==> config.mk <==
export PLATFORM = sky130hd
export DESIGN_NAME = mod_probe_sweep
export DESIGN_NICKNAME = d
export VERILOG_FILES = /design/src/rtl/mod_probe_sweep.sv
export SDC_FILE = /design/constraint.sdc
export NUM_CORES = 1
export LEC_CHECK = 0
export ABC_AREA = 1
export BUFFER_PORTS_ARGS = -buffer_cell sky130_fd_sc_hd__buf_2
export CAP_MARGIN = 20
export CORE_ASPECT_RATIO = 1.5
export CORE_MARGIN = 8
export CORE_UTILIZATION = 45
export DETAILED_ROUTE_END_ITERATION = 10
export PLACE_DENSITY = 0.61
export SKIP_CTS_REPAIR_TIMING = 1
export SLEW_MARGIN = 0
export SYNTH_ARGS = -nofsm -noshare
export SYNTH_HDL_FRONTEND = slang
export SYNTH_SLANG_ARGS = --single-unit
==> constraint.sdc <==
create_clock -name clk -period 3.21 [get_ports clk]
set_input_delay 0.642 -clock clk [delete_from_list [all_inputs] [get_ports clk]]
set_output_delay 0.642 -clock clk [all_outputs]
set_load 0.01 [all_outputs]
==> src/rtl/mod_probe_sweep.sv <==
module mod_probe_sweep #(
  parameter int          DIV_W = 8,
  parameter logic [3:0]  ID_HI = 4'b1010,
  parameter logic [3:0]  XP_HI = 4'b0100
) (
  input  logic             clk,
  input  logic             rst_n,
  input  logic             start_i,
  input  logic [DIV_W-1:0] div_i,
  input  logic             sda_i,
  input  logic             irq_i,
  output logic             scl_o,
  output logic             sda_pull_o,
  output logic             busy_o,
  output logic             done_o,
  output logic [7:0]       id_map_o,
  output logic [7:0]       xp_map_o,
  output logic [3:0]       id_cnt_o,
  output logic [3:0]       xp_cnt_o,
  output logic             irq_o
);

  typedef enum logic [1:0] {S_IDLE, S_START, S_BIT, S_STOP} st_t;

  st_t              st;
  logic [1:0]       ph;
  logic [3:0]       bitn;
  logic [3:0]       probe;
  logic [DIV_W-1:0] cnt, div_q;
  logic             auto_q;
  logic [1:0]       irq_s;
  logic [7:0]       abyte;
  logic             tick, ack_slot;

  assign tick     = (cnt == div_q);
  assign abyte    = {(probe[3] ? XP_HI : ID_HI), probe[2:0], 1'b0};
  assign ack_slot = (st == S_BIT) && (bitn == 4'd8);
  assign busy_o   = (st != S_IDLE);
  assign irq_o    = irq_s[1];

  always_comb begin
    scl_o      = 1'b1;
    sda_pull_o = 1'b0;
    case (st)
      S_START: begin
        scl_o      = (ph != 2'd3);
        sda_pull_o = ph[1];
      end
      S_BIT: begin
        scl_o      = (ph == 2'd1) || (ph == 2'd2);
        sda_pull_o = !ack_slot && !abyte[3'd7 - bitn[2:0]];
      end
      S_STOP: begin
        scl_o      = (ph != 2'd0);
        sda_pull_o = !ph[1];
      end
      default: ;
    endcase
  end

  always_ff @(posedge clk or negedge rst_n) begin
    if (!rst_n) begin
      st       <= S_IDLE;
      ph       <= '0;
      bitn     <= '0;
      probe    <= '0;
      cnt      <= '0;
      div_q    <= '0;
      auto_q   <= 1'b1;
      done_o   <= 1'b0;
      id_map_o <= '0;
      xp_map_o <= '0;
      id_cnt_o <= '0;
      xp_cnt_o <= '0;
      irq_s    <= '0;
    end else begin
      irq_s <= {irq_s[0], irq_i};
      if (st == S_IDLE) begin
        if (start_i || auto_q) begin
          auto_q   <= 1'b0;
          st       <= S_START;
          ph       <= '0;
          cnt      <= '0;
          div_q    <= div_i;
          probe    <= '0;
          done_o   <= 1'b0;
          id_map_o <= '0;
          xp_map_o <= '0;
          id_cnt_o <= '0;
          xp_cnt_o <= '0;
        end
      end else if (tick) begin
        cnt <= '0;
        ph  <= ph + 2'd1;
        if (ack_slot && ph == 2'd2 && !sda_i) begin
          if (probe[3]) begin
            xp_map_o[probe[2:0]] <= 1'b1;
            xp_cnt_o             <= xp_cnt_o + 4'd1;
          end else begin
            id_map_o[probe[2:0]] <= 1'b1;
            id_cnt_o             <= id_cnt_o + 4'd1;
          end
        end
        if (ph == 2'd3) begin
          case (st)
            S_START: begin
              st   <= S_BIT;
              bitn <= '0;
            end
            S_BIT: begin
              if (bitn == 4'd8) st <= S_STOP;
              else              bitn <= bitn + 4'd1;
            end
            S_STOP: begin
              if (probe == 4'd15) begin
                st     <= S_IDLE;
                done_o <= 1'b1;
              end else begin
                probe <= probe + 4'd1;
                st    <= S_START;
              end
            end
            default: st <= S_IDLE;
          endcase
        end
      end else begin
        cnt <= cnt + 1'b1;
      end
    end
  end

  AST_IDLE_BUS_QUIET: assert property (@(posedge clk) disable iff (!rst_n)
    !busy_o |-> (scl_o && !sda_pull_o));
  AST_SDA_FALL_HIGH_IS_START: assert property (@(posedge clk) disable iff (!rst_n)
    (scl_o && $past(scl_o) && $rose(sda_pull_o)) |-> (st == S_START));
  AST_SDA_RISE_HIGH_IS_STOP: assert property (@(posedge clk) disable iff (!rst_n)
    (scl_o && $past(scl_o) && $fell(sda_pull_o)) |-> (st == S_STOP || st == S_IDLE));
  AST_ACK_RELEASED: assert property (@(posedge clk) disable iff (!rst_n)
    ack_slot |-> !sda_pull_o);
  AST_DONE_NOT_BUSY: assert property (@(posedge clk) disable iff (!rst_n)
    done_o |-> !busy_o);
  AST_COUNT_MATCHES_MAP: assert property (@(posedge clk) disable iff (!rst_n)
    done_o |-> ($countones(id_map_o) == id_cnt_o && $countones(xp_map_o) == xp_cnt_o));
  AST_DIV_HELD: assert property (@(posedge clk) disable iff (!rst_n)
    (busy_o && $past(busy_o)) |-> $stable(div_q));

endmodule

==> results of run 1 <==
per-layer routing:
metal	vias up	share of wire	GRT usage
met5	-	0	0
met4	0	0.022	0.0639
met3	13	0.034	0.0285
met2	69	0.53	0.293
met1	1299	0.41	0.171
li1	1388	-	-
state kept, by name, indices dropped and copies added (netlist names):
register / flops
cnt: 8
div_q: 8
id_map_o: 8
xp_map_o: 8
bitn: 4
id_cnt_o: 4
probe: 4
xp_cnt_o: 4
irq_s: 2
ph: 2
st: 2
auto_q: 1
done_o: 1
through the flow:
step | power [mW] | hold WS, ns
6_report | 2.19 | 0.362
5_1_grt | 2.34 | 0.379
4_1_cts | 2.23 | 0.366
3_5_place_dp | 1.81 | 0.342
3_3_place_gp | 1.79 | 0.333
2_1_floorplan | 1.56 | 0.331
cell type report:
class | instances | share of cell area
Sequential cell | 56 | 0.389
Inverter | 52 | 0.0541
Clock buffer | 7 | 0.0239
Clock inverter | 1 | 0.00208
Timing Repair Buffer | 47 | 0.0693
Tap cell | 80 | 0.0277
Multi-Input combinational cell | 278 | 0.434
critical path, stage by stage, from the launching register on:
cell,delay [ns]
sky130_fd_sc_hd__dfrtp_1,0.45
sky130_fd_sc_hd__inv_1,0.11
sky130_fd_sc_hd__ha_1,0.50
sky130_fd_sc_hd__inv_1,0.29
sky130_fd_sc_hd__o211ai_1,0.15
sky130_fd_sc_hd__buf_2,0.16
Yosys cell counts:
master                     instances
sky130_fd_sc_hd__nor3_1            4
sky130_fd_sc_hd__nand2_1          78
sky130_fd_sc_hd__buf_4             1
sky130_fd_sc_hd__nand3_4           2
sky130_fd_sc_hd__nor2_4            4
sky130_fd_sc_hd__clkbuf_1          5
sky130_fd_sc_hd__xor2_1           10
sky130_fd_sc_hd__inv_1            49
sky130_fd_sc_hd__clkbuf_2          1
sky130_fd_sc_hd__buf_6             3
sky130_fd_sc_hd__nand4_1           4
sky130_fd_sc_hd__buf_2             6
sky130_fd_sc_hd__a31oi_2           1
sky130_fd_sc_hd__a211o_1           1
sky130_fd_sc_hd__a21oi_1          24
sky130_fd_sc_hd__nor2_2            1
sky130_fd_sc_hd__nand3_1          78
sky130_fd_sc_hd__o22ai_1           3
sky130_fd_sc_hd__inv_2             3
sky130_fd_sc_hd__o21ai_0          12
sky130_fd_sc_hd__o211ai_1          2
sky130_fd_sc_hd__dfstp_2           1
sky130_fd_sc_hd__mux2_2            3
sky130_fd_sc_hd__nand4_2           3
sky130_fd_sc_hd__a22oi_1           1
sky130_fd_sc_hd__buf_1             1
sky130_fd_sc_hd__o21ai_2           2
sky130_fd_sc_hd__nand2_4           1
sky130_fd_sc_hd__o21ai_1           2
sky130_fd_sc_hd__ha_1             14
sky130_fd_sc_hd__nor2_1           22
sky130_fd_sc_hd__or2_2             2
sky130_fd_sc_hd__xnor2_2           1
sky130_fd_sc_hd__xnor2_1           3
sky130_fd_sc_hd__dfrtp_1          55
worst max-delay path by stage:
| stage | from | to | cells after the start |
|---|---|---|---|
| CTS | st[0]$_DFFE_PN0P_ | scl_o | 5 |
| global placement | st[0]$_DFFE_PN0P_ | sda_pull_o | 7 |
| finish | st[0]$_DFFE_PN0P_ | scl_o | 5 |
| global route | st[0]$_DFFE_PN0P_ | scl_o | 5 |
| floorplan | st[0]$_DFFE_PN0P_ | sda_pull_o | 6 |
| detailed placement | st[0]$_DFFE_PN0P_ | scl_o | 5 |
where the power goes:
group	switching (mW)	total, mW	internal, mW
sequential	0.0981	0.905	0.807
clock	0.234	0.411	0.176
combinational	0.594	0.876	0.282
cell families after synthesis:
family          after synthesis  synth area share
buf+inv                      69            0.0901
simple gates                199             0.294
flops                        56             0.430
xor+xnor                     14            0.0399
mux                           3            0.0103
fa+ha+maj                    14            0.0537
compound gates               48            0.0828
==> impl_metrics.json, run 1 <==
{
  "leakagePower_nw": 1.83,
  "hold_class": "reg2reg",
  "coreArea_sq_um": 7130,
  "initial_utilization": 0.458,
  "setup_viol_count_final": 0,
  "power_per_cell_area_nw_per_um2": 607,
  "vias_per_cell": 5.31,
  "post_route_ant_nets": 0,
  "worst_ep_required_time_ns": 2.57,
  "grt_use_total": 0.158,
  "synthesis.area_per_instance_sq_um": 8.10,
  "yosys_register_bits": 56,
  "critPathArrivalTime_ns": 1.97,
  "overall_via_count_from_detail_route": 2769,
  "start_kind": "flop",
  "cp-end-kind": "output pin",
  "postLayoutCellArea_sq_um": 3610,
  "worst_slew_margin_relative_to_its_limit": 0.448,
  "synth.yosys.warnings": 0,
  "synth.yosys.seq_area_share": 0.430,
  "max_freq_mhz": 383,
  "avgRoutedWirePerCell_microns": 15.2,
  "critical_path.reg2reg.startpoint": "st[0]$_DFFE_PN0P_",
  "clk_latency_ns": 0.31,
  "multi_input_area_sq_um": 1570,
  "fp.dieH_microns": 120,
  "yosysUniqueCellTypes": 35,
  "report.final.slew_viol_count": 0,
  "commonest_cells_after_routing_fill_and_taps_aside": "78 x sky130_fd_sc_hd__nand3_1, 78 x sky130_fd_sc_hd__nand2_1, 55 x sky130_fd_sc_hd__dfrtp_1",
  "final_setup_slack_of_the_worst_path_ns": 0.599,
  "io_count": 42,
  "hold_path_startpoint": "irq_s[0]$_DFF_PN0_",
  "design.die.area_sq_um": 10300,
  "die_width_microns": 85.5,
  "grt_pass1_vias": 2734,
  "cp_max_fo": 16,
  "final_layout_size_suffix_gt1_frac": 0.177,
  "postRouteWirelength_microns": 7940,
  "routabilityCongestion": 0.824,
  "seq_area_sq_um": 1400,
  "area.growth.synth_to_final_pct": 10.6,
  "synth_area_leader": "sky130_fd_sc_hd__dfrtp_1",
  "row_count": 38,
  "outcome": "complete, no violations",
  "maximum_capacitance_violations": 0,
  "antennaDiodeCount": 0,
  "fill_cells": 721,
  "fin_cells": 521,
  "final_core_util": 0.506,
  "detail_route.first_pass.iterations": 4,
  "grt_pass1_wl_microns": 13100,
  "tns_ns": 0,
  "rsz0062_at_grt": "no",
  "antenna_found_initial": 0,
  "crit_type": "reg2out",
  "grt_overflow": 0,
  "max_slew.worst_pin.slew_ns": 0.828,
  "final_net_count": 467,
  "layout_worst_path_cycle_share": 0.813,
  "synth_top_cells_by_area": "sky130_fd_sc_hd__dfrtp_1 42%, sky130_fd_sc_hd__nand3_1 12%, sky130_fd_sc_hd__nand2_1 9.0%, sky130_fd_sc_hd__inv_1 5.6%, sky130_fd_sc_hd__ha_1 5.4%",
  "max-vdd-ir-drop_mv": 0.379,
  "r2r_slack_ns": 0.95,
  "fin_worst_skew_ns": 0.00376,
  "cts_tree": "built",
  "mappedNetlistNets": 430,
  "cts.clk_slew.worst_paths_ns": 0.10,
  "dr.first_iter.drc_count": 186,
  "netlist_area_sq_um": 3260,
  "syn_inst": 403,
  "holdPathEnd": "irq_s[1]$_DFF_PN0_",
  "drt_drc_violations_left": 0,
  "finalHoldViolations": 0,
  "min_period_ns": 2.61,
  "root_buffer": "sky130_fd_sc_hd__clkbuf_8",
  "placement.cell_area_sq_um": 3520,
  "reg2reg_to": "probe[2]$_DFFE_PN0P_",
  "place.detailed.hpwl_microns": 5910,
  "numClockSinks": 56,
  "dp_worst_setup_slack_ns": 0.919,
  "cts.path.max_buffers": 2,
  "r2r.worst_path.cells": 8,
  "htree_levels": 2,
  "largest_net_degree_at_the_start_of_global_routing": 36,
  "place.detailed.instances": 513,
  "netlist.area_leader.share": 0.422,
  "buffers_on_ports": 41,
  "hold_depth": 0,
  "number_of_buffers_created_by_cts": 5
}
No activity file was read; power rests on OpenSTA's default activity.
==> run 2: changes to the inputs <==
==> constraint.sdc (replaced) <==
create_clock -name clk -period 2.5 [get_ports clk]
set_input_delay 0.5 -clock clk [delete_from_list [all_inputs] [get_ports clk]]
set_output_delay 0.5 -clock clk [all_outputs]
set_load 0.01 [all_outputs]
==> impl_metrics.json, run 2 (synthesis gave the netlist of run 1 again) <==
{
  "outcome": "complete, no violations",
  "fin_worst_skew_ns": 0.00986,
  "antenna_found_initial": 0,
  "critPathArrivalTime_ns": 1.88,
  "worst_slew_margin_relative_to_its_limit": 0.540,
  "avgRoutedWirePerCell_microns": 15.5,
  "die_width_microns": 85.5,
  "cp-end-kind": "output pin",
  "final_layout_size_suffix_gt1_frac": 0.179,
  "io_count": 42,
  "commonest_cells_after_routing_fill_and_taps_aside": "78 x sky130_fd_sc_hd__nand3_1, 78 x sky130_fd_sc_hd__nand2_1, 55 x sky130_fd_sc_hd__dfrtp_1",
  "vias_per_cell": 5.32,
  "rsz0062_at_grt": "no",
  "final_setup_slack_of_the_worst_path_ns": 0.123,
  "design.die.area_sq_um": 10300,
  "place.detailed.hpwl_microns": 5930,
  "cp_slowest_stage_delay_ns": 0.53,
  "max_freq_mhz": 421,
  "number_of_buffers_created_by_cts": 5,
  "dp_worst_setup_slack_ns": 0.409,
  "max-vdd-ir-drop_mv": 0.418,
  "design_power_total_mw": 2.84,
  "routabilityCongestion": 0.815,
  "tns_ns": 0,
  "final_net_count": 467,
  "postRouteWirelength_microns": 8060,
  "htree_levels": 2,
  "crit_type": "reg2out",
  "fp.dieH_microns": 120,
  "initial_utilization": 0.458,
  "max_slew.worst_pin.slew_ns": 0.690,
  "cp_slowest_cell": "sky130_fd_sc_hd__dfrtp_1",
  "largest_net_degree_at_the_start_of_global_routing": 30,
  "area.growth.synth_to_final_pct": 11.1,
  "min_period_ns": 2.38,
  "overall_via_count_from_detail_route": 2772,
  "maximum_capacitance_violations": 0,
  "report.final.slew_viol_count": 0,
  "setup_viol_count_final": 0,
  "cts.clk_slew.worst_paths_ns": 0.10,
  "dr.first_iter.drc_count": 95,
  "post_route_ant_nets": 0,
  "clk_latency_ns": 0.32,
  "final_core_util": 0.508,
  "grt_overflow": 0,
  "antennaDiodeCount": 0,
  "buffers_on_ports": 41,
  "layout_worst_path_cycle_share": 0.951,
  "cts.path.max_buffers": 2,
  "power_per_cell_area_nw_per_um2": 784,
  "crit_path_cell_trace": "inv_1, ha_1, a211o_1, nand3_1, a21oi_1, buf_2",
  "cts_tree": "built",
  "detail_route.first_pass.iterations": 4,
  "finalHoldViolations": 0,
  "coreArea_sq_um": 7130,
  "start_kind": "flop",
  "drt_drc_violations_left": 0,
  "r2r.worst_path.cells": 8,
  "grt_use_total": 0.165,
  "worst_ep_required_time_ns": 2.00,
  "cp_max_fo": 7,
  "numClockSinks": 56,
  "grt_pass1_wl_microns": 13700,
  "grt_pass1_vias": 2850,
  "hold_class": "in2async",
  "root_buffer": "sky130_fd_sc_hd__clkbuf_8",
  "row_count": 38,
  "leakagePower_nw": 1.84
}
==> run 2: final timing paths <==
kind / slack, ns / startpoint / to
setup / recovery: 0.12 / probe[3]$_DFFE_PN0P_ / sda_pull_o
hold / removal: 0.21 / rst_n / st[1]$_DFFE_PN0P_
setup reg to reg: 0.49 / st[0]$_DFFE_PN0P_ / id_map_o[1]$_DFFE_PN0P_
hold reg to reg: 0.36 / irq_s[0]$_DFF_PN0_ / irq_s[1]$_DFF_PN0_
max in group asynchronous: 1.69 / rst_n / probe[3]$_DFFE_PN0P_
min in group clk: 0.28 / irq_i / irq_s[0]$_DFF_PN0_
==> run 2: stage by stage <==
step | cells | hold slack (ns) | instance area, sq um
floorplan | 403 | 0.204 | 3260
global placement | 513 | 0.333 | 3530
detailed placement | 513 | 0.336 | 3530
CTS | 521 | 0.247 | 3620
global route | 521 | 0.270 | 3630
finish | 521 | 0.214 | 3630
==> run 2: cell type report <==
type / instances / area [sq um]
clock buffers: 7 / 86.3
clock inverters: 1 / 8.76
fillers: 716 / 3510
inverters: 52 / 195
multi-input cells: 278 / 1570
flip-flops and latches: 56 / 1400
well taps: 80 / 100
repair buffers: 47 / 263
==> run 2: power breakdown <==
group / internal (mW) / switching (mW) / total, mW
clock network: 0.228 / 0.320 / 0.549
logic: 0.367 / 0.768 / 1.14
registers: 1.04 / 0.123 / 1.16
total: 1.63 / 1.21 / 2.84
==> run 2: worst max-delay path: cells and delay by family, from the launching register on <==
kind            cells  cell delay [ns]
compound gates      2             0.33
fa+ha+maj           1             0.30
buf+inv             2             0.31
flops               1             0.53
simple gates        1             0.09
==> run 2: layer usage <==
metal  wire [microns]  track usage
met5                0            0
met4              165       0.0573
met3              227       0.0326
met2             4270        0.300
met1             3400        0.184
==> run 3: changes to the inputs <==
--- a/config.mk
+++ b/config.mk
@@ -5,7 +5,6 @@
 export SDC_FILE = /design/constraint.sdc
 export NUM_CORES = 1
 export LEC_CHECK = 0
-export ABC_AREA = 1
 export BUFFER_PORTS_ARGS = -buffer_cell sky130_fd_sc_hd__buf_2
 export CAP_MARGIN = 20
 export CORE_ASPECT_RATIO = 1.5
==> impl_metrics.json, run 3 <==
{
  "outcome": "complete, no violations",
  "timing.hold.ws_ns": 0.182,
  "initial_utilization": 0.464,
  "synth_flop_cell": "sky130_fd_sc_hd__dfrtp_1",
  "synth_area_leader": "sky130_fd_sc_hd__dfrtp_1",
  "dr.first_iter.drc_count": 83,
  "io_count": 42,
  "mostFrequentLayoutCell": "sky130_fd_sc_hd__dfrtp_1",
  "htree_levels": 2,
  "max_slew.worst_pin.slew_ns": 0.597,
  "p_int_mw": 1.21,
  "clk_latency_ns": 0.31,
  "detail_route.first_pass.iterations": 4,
  "drt_drc_violations_left": 0,
  "postLayoutCellArea_sq_um": 3460,
  "asyncSetResetFlopFracSynth": 1.00,
  "post-synth-top-count-cell": "sky130_fd_sc_hd__dfrtp_1",
  "reg2reg_to": "probe[3]$_DFFE_PN0P_",
  "placement.cell_area_sq_um": 3350,
  "die_width_microns": 82.8,
  "r2r.worst_path.cells": 7,
  "row_count": 36,
  "comb_power_share": 0.020,
  "report.final.slew_viol_count": 0,
  "fin_cells": 414,
  "rsz0062_at_grt": "no",
  "cts_tree": "built",
  "synth_top_cells_by_area": "sky130_fd_sc_hd__dfrtp_1 46%, sky130_fd_sc_hd__ha_1 5.8%, sky130_fd_sc_hd__o21a_1 4.0%, sky130_fd_sc_hd__mux2_2 3.7%, sky130_fd_sc_hd__nand3_1 3.5%",
  "vias_per_cell": 5.59,
  "cp-end-kind": "output pin",
  "min_period_ns": 2.31,
  "netlist.area_leader.share": 0.457,
  "yosysUniqueCellTypes": 48,
  "fin_worst_skew_ns": 0.0102,
  "postRouteWirelength_microns": 6650,
  "synth.cells.most_frequent": "55 x sky130_fd_sc_hd__dfrtp_1, 27 x sky130_fd_sc_hd__nand2_1, 21 x sky130_fd_sc_hd__nand3_1, 16 x sky130_fd_sc_hd__nor4_1, 16 x sky130_fd_sc_hd__o21a_1",
  "antennaDiodeCount": 0,
  "avgRoutedWirePerCell_microns": 16.1,
  "grt_pass1_vias": 2279,
  "r2r_slack_ns": 0.28,
  "critical_path.reg2reg.startpoint": "st[0]$_DFFE_PN0P_",
  "hold_class": "in2async",
  "synth_enable_flop_cells": 0,
  "buffers_on_ports": 41,
  "largest_net_degree_at_the_start_of_global_routing": 33,
  "post_route_ant_nets": 0,
  "number_of_buffers_created_by_cts": 5,
  "pwr-share-clk": 0.390,
  "start_kind": "flop",
  "worst_slew_margin_relative_to_its_limit": 0.602,
  "coreArea_sq_um": 6490,
  "cts.clk_slew.worst_paths_ns": 0.10,
  "final_net_count": 364,
  "grt_pass1_wl_microns": 11000,
  "antenna_found_initial": 0,
  "routabilityCongestion": 0.855,
  "synth.yosys.warnings": 0,
  "netSwitchingFraction": 0.210,
  "root_buffer": "sky130_fd_sc_hd__clkbuf_8",
  "maximum_capacitance_violations": 0,
  "max-vdd-ir-drop_mv": 0.243,
  "syn_inst": 293,
  "grt_overflow": 0,
  "finalHoldViolations": 0,
  "numClockSinks": 56,
  "synthesis.area_per_instance_sq_um": 10.3,
  "fp.dieH_microns": 116,
  "layout_worst_path_cycle_share": 0.926,
  "synth.yosys.seq_area_share": 0.466,
  "timing.critical_path.to": "sda_pull_o",
  "worstSetupStartpoint": "bitn[0]$_DFFE_PN0P_",
  "tns_ns": 0,
  "seq_power_share": 0.590,
  "netlist_area_sq_um": 3010,
  "mappedNetlistNets": 320,
  "design.die.area_sq_um": 9610,
  "final_layout_size_suffix_gt1_frac": 0.254,
  "commonest_cells_after_routing_fill_and_taps_aside": "55 x sky130_fd_sc_hd__dfrtp_1, 41 x sky130_fd_sc_hd__buf_2, 27 x sky130_fd_sc_hd__nand2_1",
  "place.detailed.instances": 406,
  "setup_viol_count_final": 0,
  "cp_max_fo": 5,
  "power_per_cell_area_nw_per_um2": 444,
  "critPathArrivalTime_ns": 1.81,
  "worst_ep_required_time_ns": 2.00,
  "overall_via_count_from_detail_route": 2314,
  "power.switching_uw": 323,
  "place.detailed.hpwl_microns": 4990,
  "leakagePower_nw": 1.71,
  "yosys_register_bits": 56,
  "area.growth.synth_to_final_pct": 15.0,
  "max_freq_mhz": 432,
  "crit_type": "reg2out",
  "cts.path.max_buffers": 2,
  "grt_use_total": 0.146
}
==> run 3: cell count changes after synthesis, sizes merged, moves of 9 or more <==
| cell | before | now |
|---|---|---|
| a21oi | 24 | 6 |
| clkbuf | 6 | 15 |
| inv | 52 | 12 |
| mux2i | 0 | 9 |
| nand2 | 79 | 28 |
| nand3 | 80 | 21 |
| nor2 | 27 | 6 |
| nor4 | 0 | 18 |
| o21a | 0 | 16 |
==> run 3: cell type report <==
type,instances,area (sq um)
clock buffers,5,68.8
clock inverters,3,42.5
fillers,613,3030
inverters,12,45.0
multi-input cells,206,1480
flip-flops and latches,56,1400
well taps,76,95.1
repair buffers,56,330
==> run 3: critical path, cell delays in order (launching register included) <==
cell and delay [ns]:
sky130_fd_sc_hd__dfrtp_1 0.42, sky130_fd_sc_hd__inv_1 0.11, sky130_fd_sc_hd__ha_1 0.29, sky130_fd_sc_hd__o21ai_0 0.08
sky130_fd_sc_hd__o21ai_1 0.16, sky130_fd_sc_hd__nand3_1 0.10, sky130_fd_sc_hd__a21oi_1 0.19, sky130_fd_sc_hd__buf_2 0.15
==> run 3: layer usage <==
metal  track usage  share of wire  up-vias
li1              -              -     1146
met1         0.171           0.42     1124
met2         0.253           0.53       36
met3        0.0277          0.035        8
met4        0.0520          0.015        0
met5             0              0        -
==> run 3: kinds of logic (layout without fill, tap and decap cells) <==
logic type	Yosys count	count (layout)	share of synthesized area
mux	19	19	0.0674
buf+inv	31	76	0.0445
xor+xnor	13	13	0.0378
compound gates	58	58	0.142
flops	56	56	0.466
fa+ha+maj	14	14	0.0582
simple gates	102	102	0.184
==> run 3: per-stage QoR <==
stage	worst slack [ns]	util	total power, mW
after floorplan	0.447	-	0.926
after global placement	0.380	0.516	0.958
after detailed placement	0.305	0.516	0.959
after CTS	0.112	0.534	1.56
after global routing	0.0358	0.534	1.60
final	0.185	0.534	1.54
==> run 3: worst min-delay path by stage <==
stage / startpoint / to / slack (ns) / depth (start not counted)
2_1_floorplan: rst_n / bitn[0]$_DFFE_PN0P_ / 0.20 / 0
6_report: rst_n / xp_cnt_o[0]$_DFFE_PN0P_ / 0.18 / 1
5_1_grt: rst_n / div_q[6]$_DFFE_PN0P_ / 0.23 / 1
4_1_cts: rst_n / irq_s[1]$_DFF_PN0_ / 0.20 / 1
3_3_place_gp: irq_s[0]$_DFF_PN0_ / irq_s[1]$_DFF_PN0_ / 0.33 / 0
3_5_place_dp: irq_s[0]$_DFF_PN0_ / irq_s[1]$_DFF_PN0_ / 0.34 / 0
==> run 3: power groups by stage <==
stage / Clock (mW) / Combinational [mW] / Sequential, mW
2_1_floorplan: 0 / 0.000164 / 0.926
5_1_grt: 0.652 / 0.0368 / 0.908
3_5_place_dp: 0 / 0.0337 / 0.925
4_1_cts: 0.618 / 0.0337 / 0.907
3_3_place_gp: 0 / 0.0330 / 0.925
6_report: 0.599 / 0.0312 / 0.907
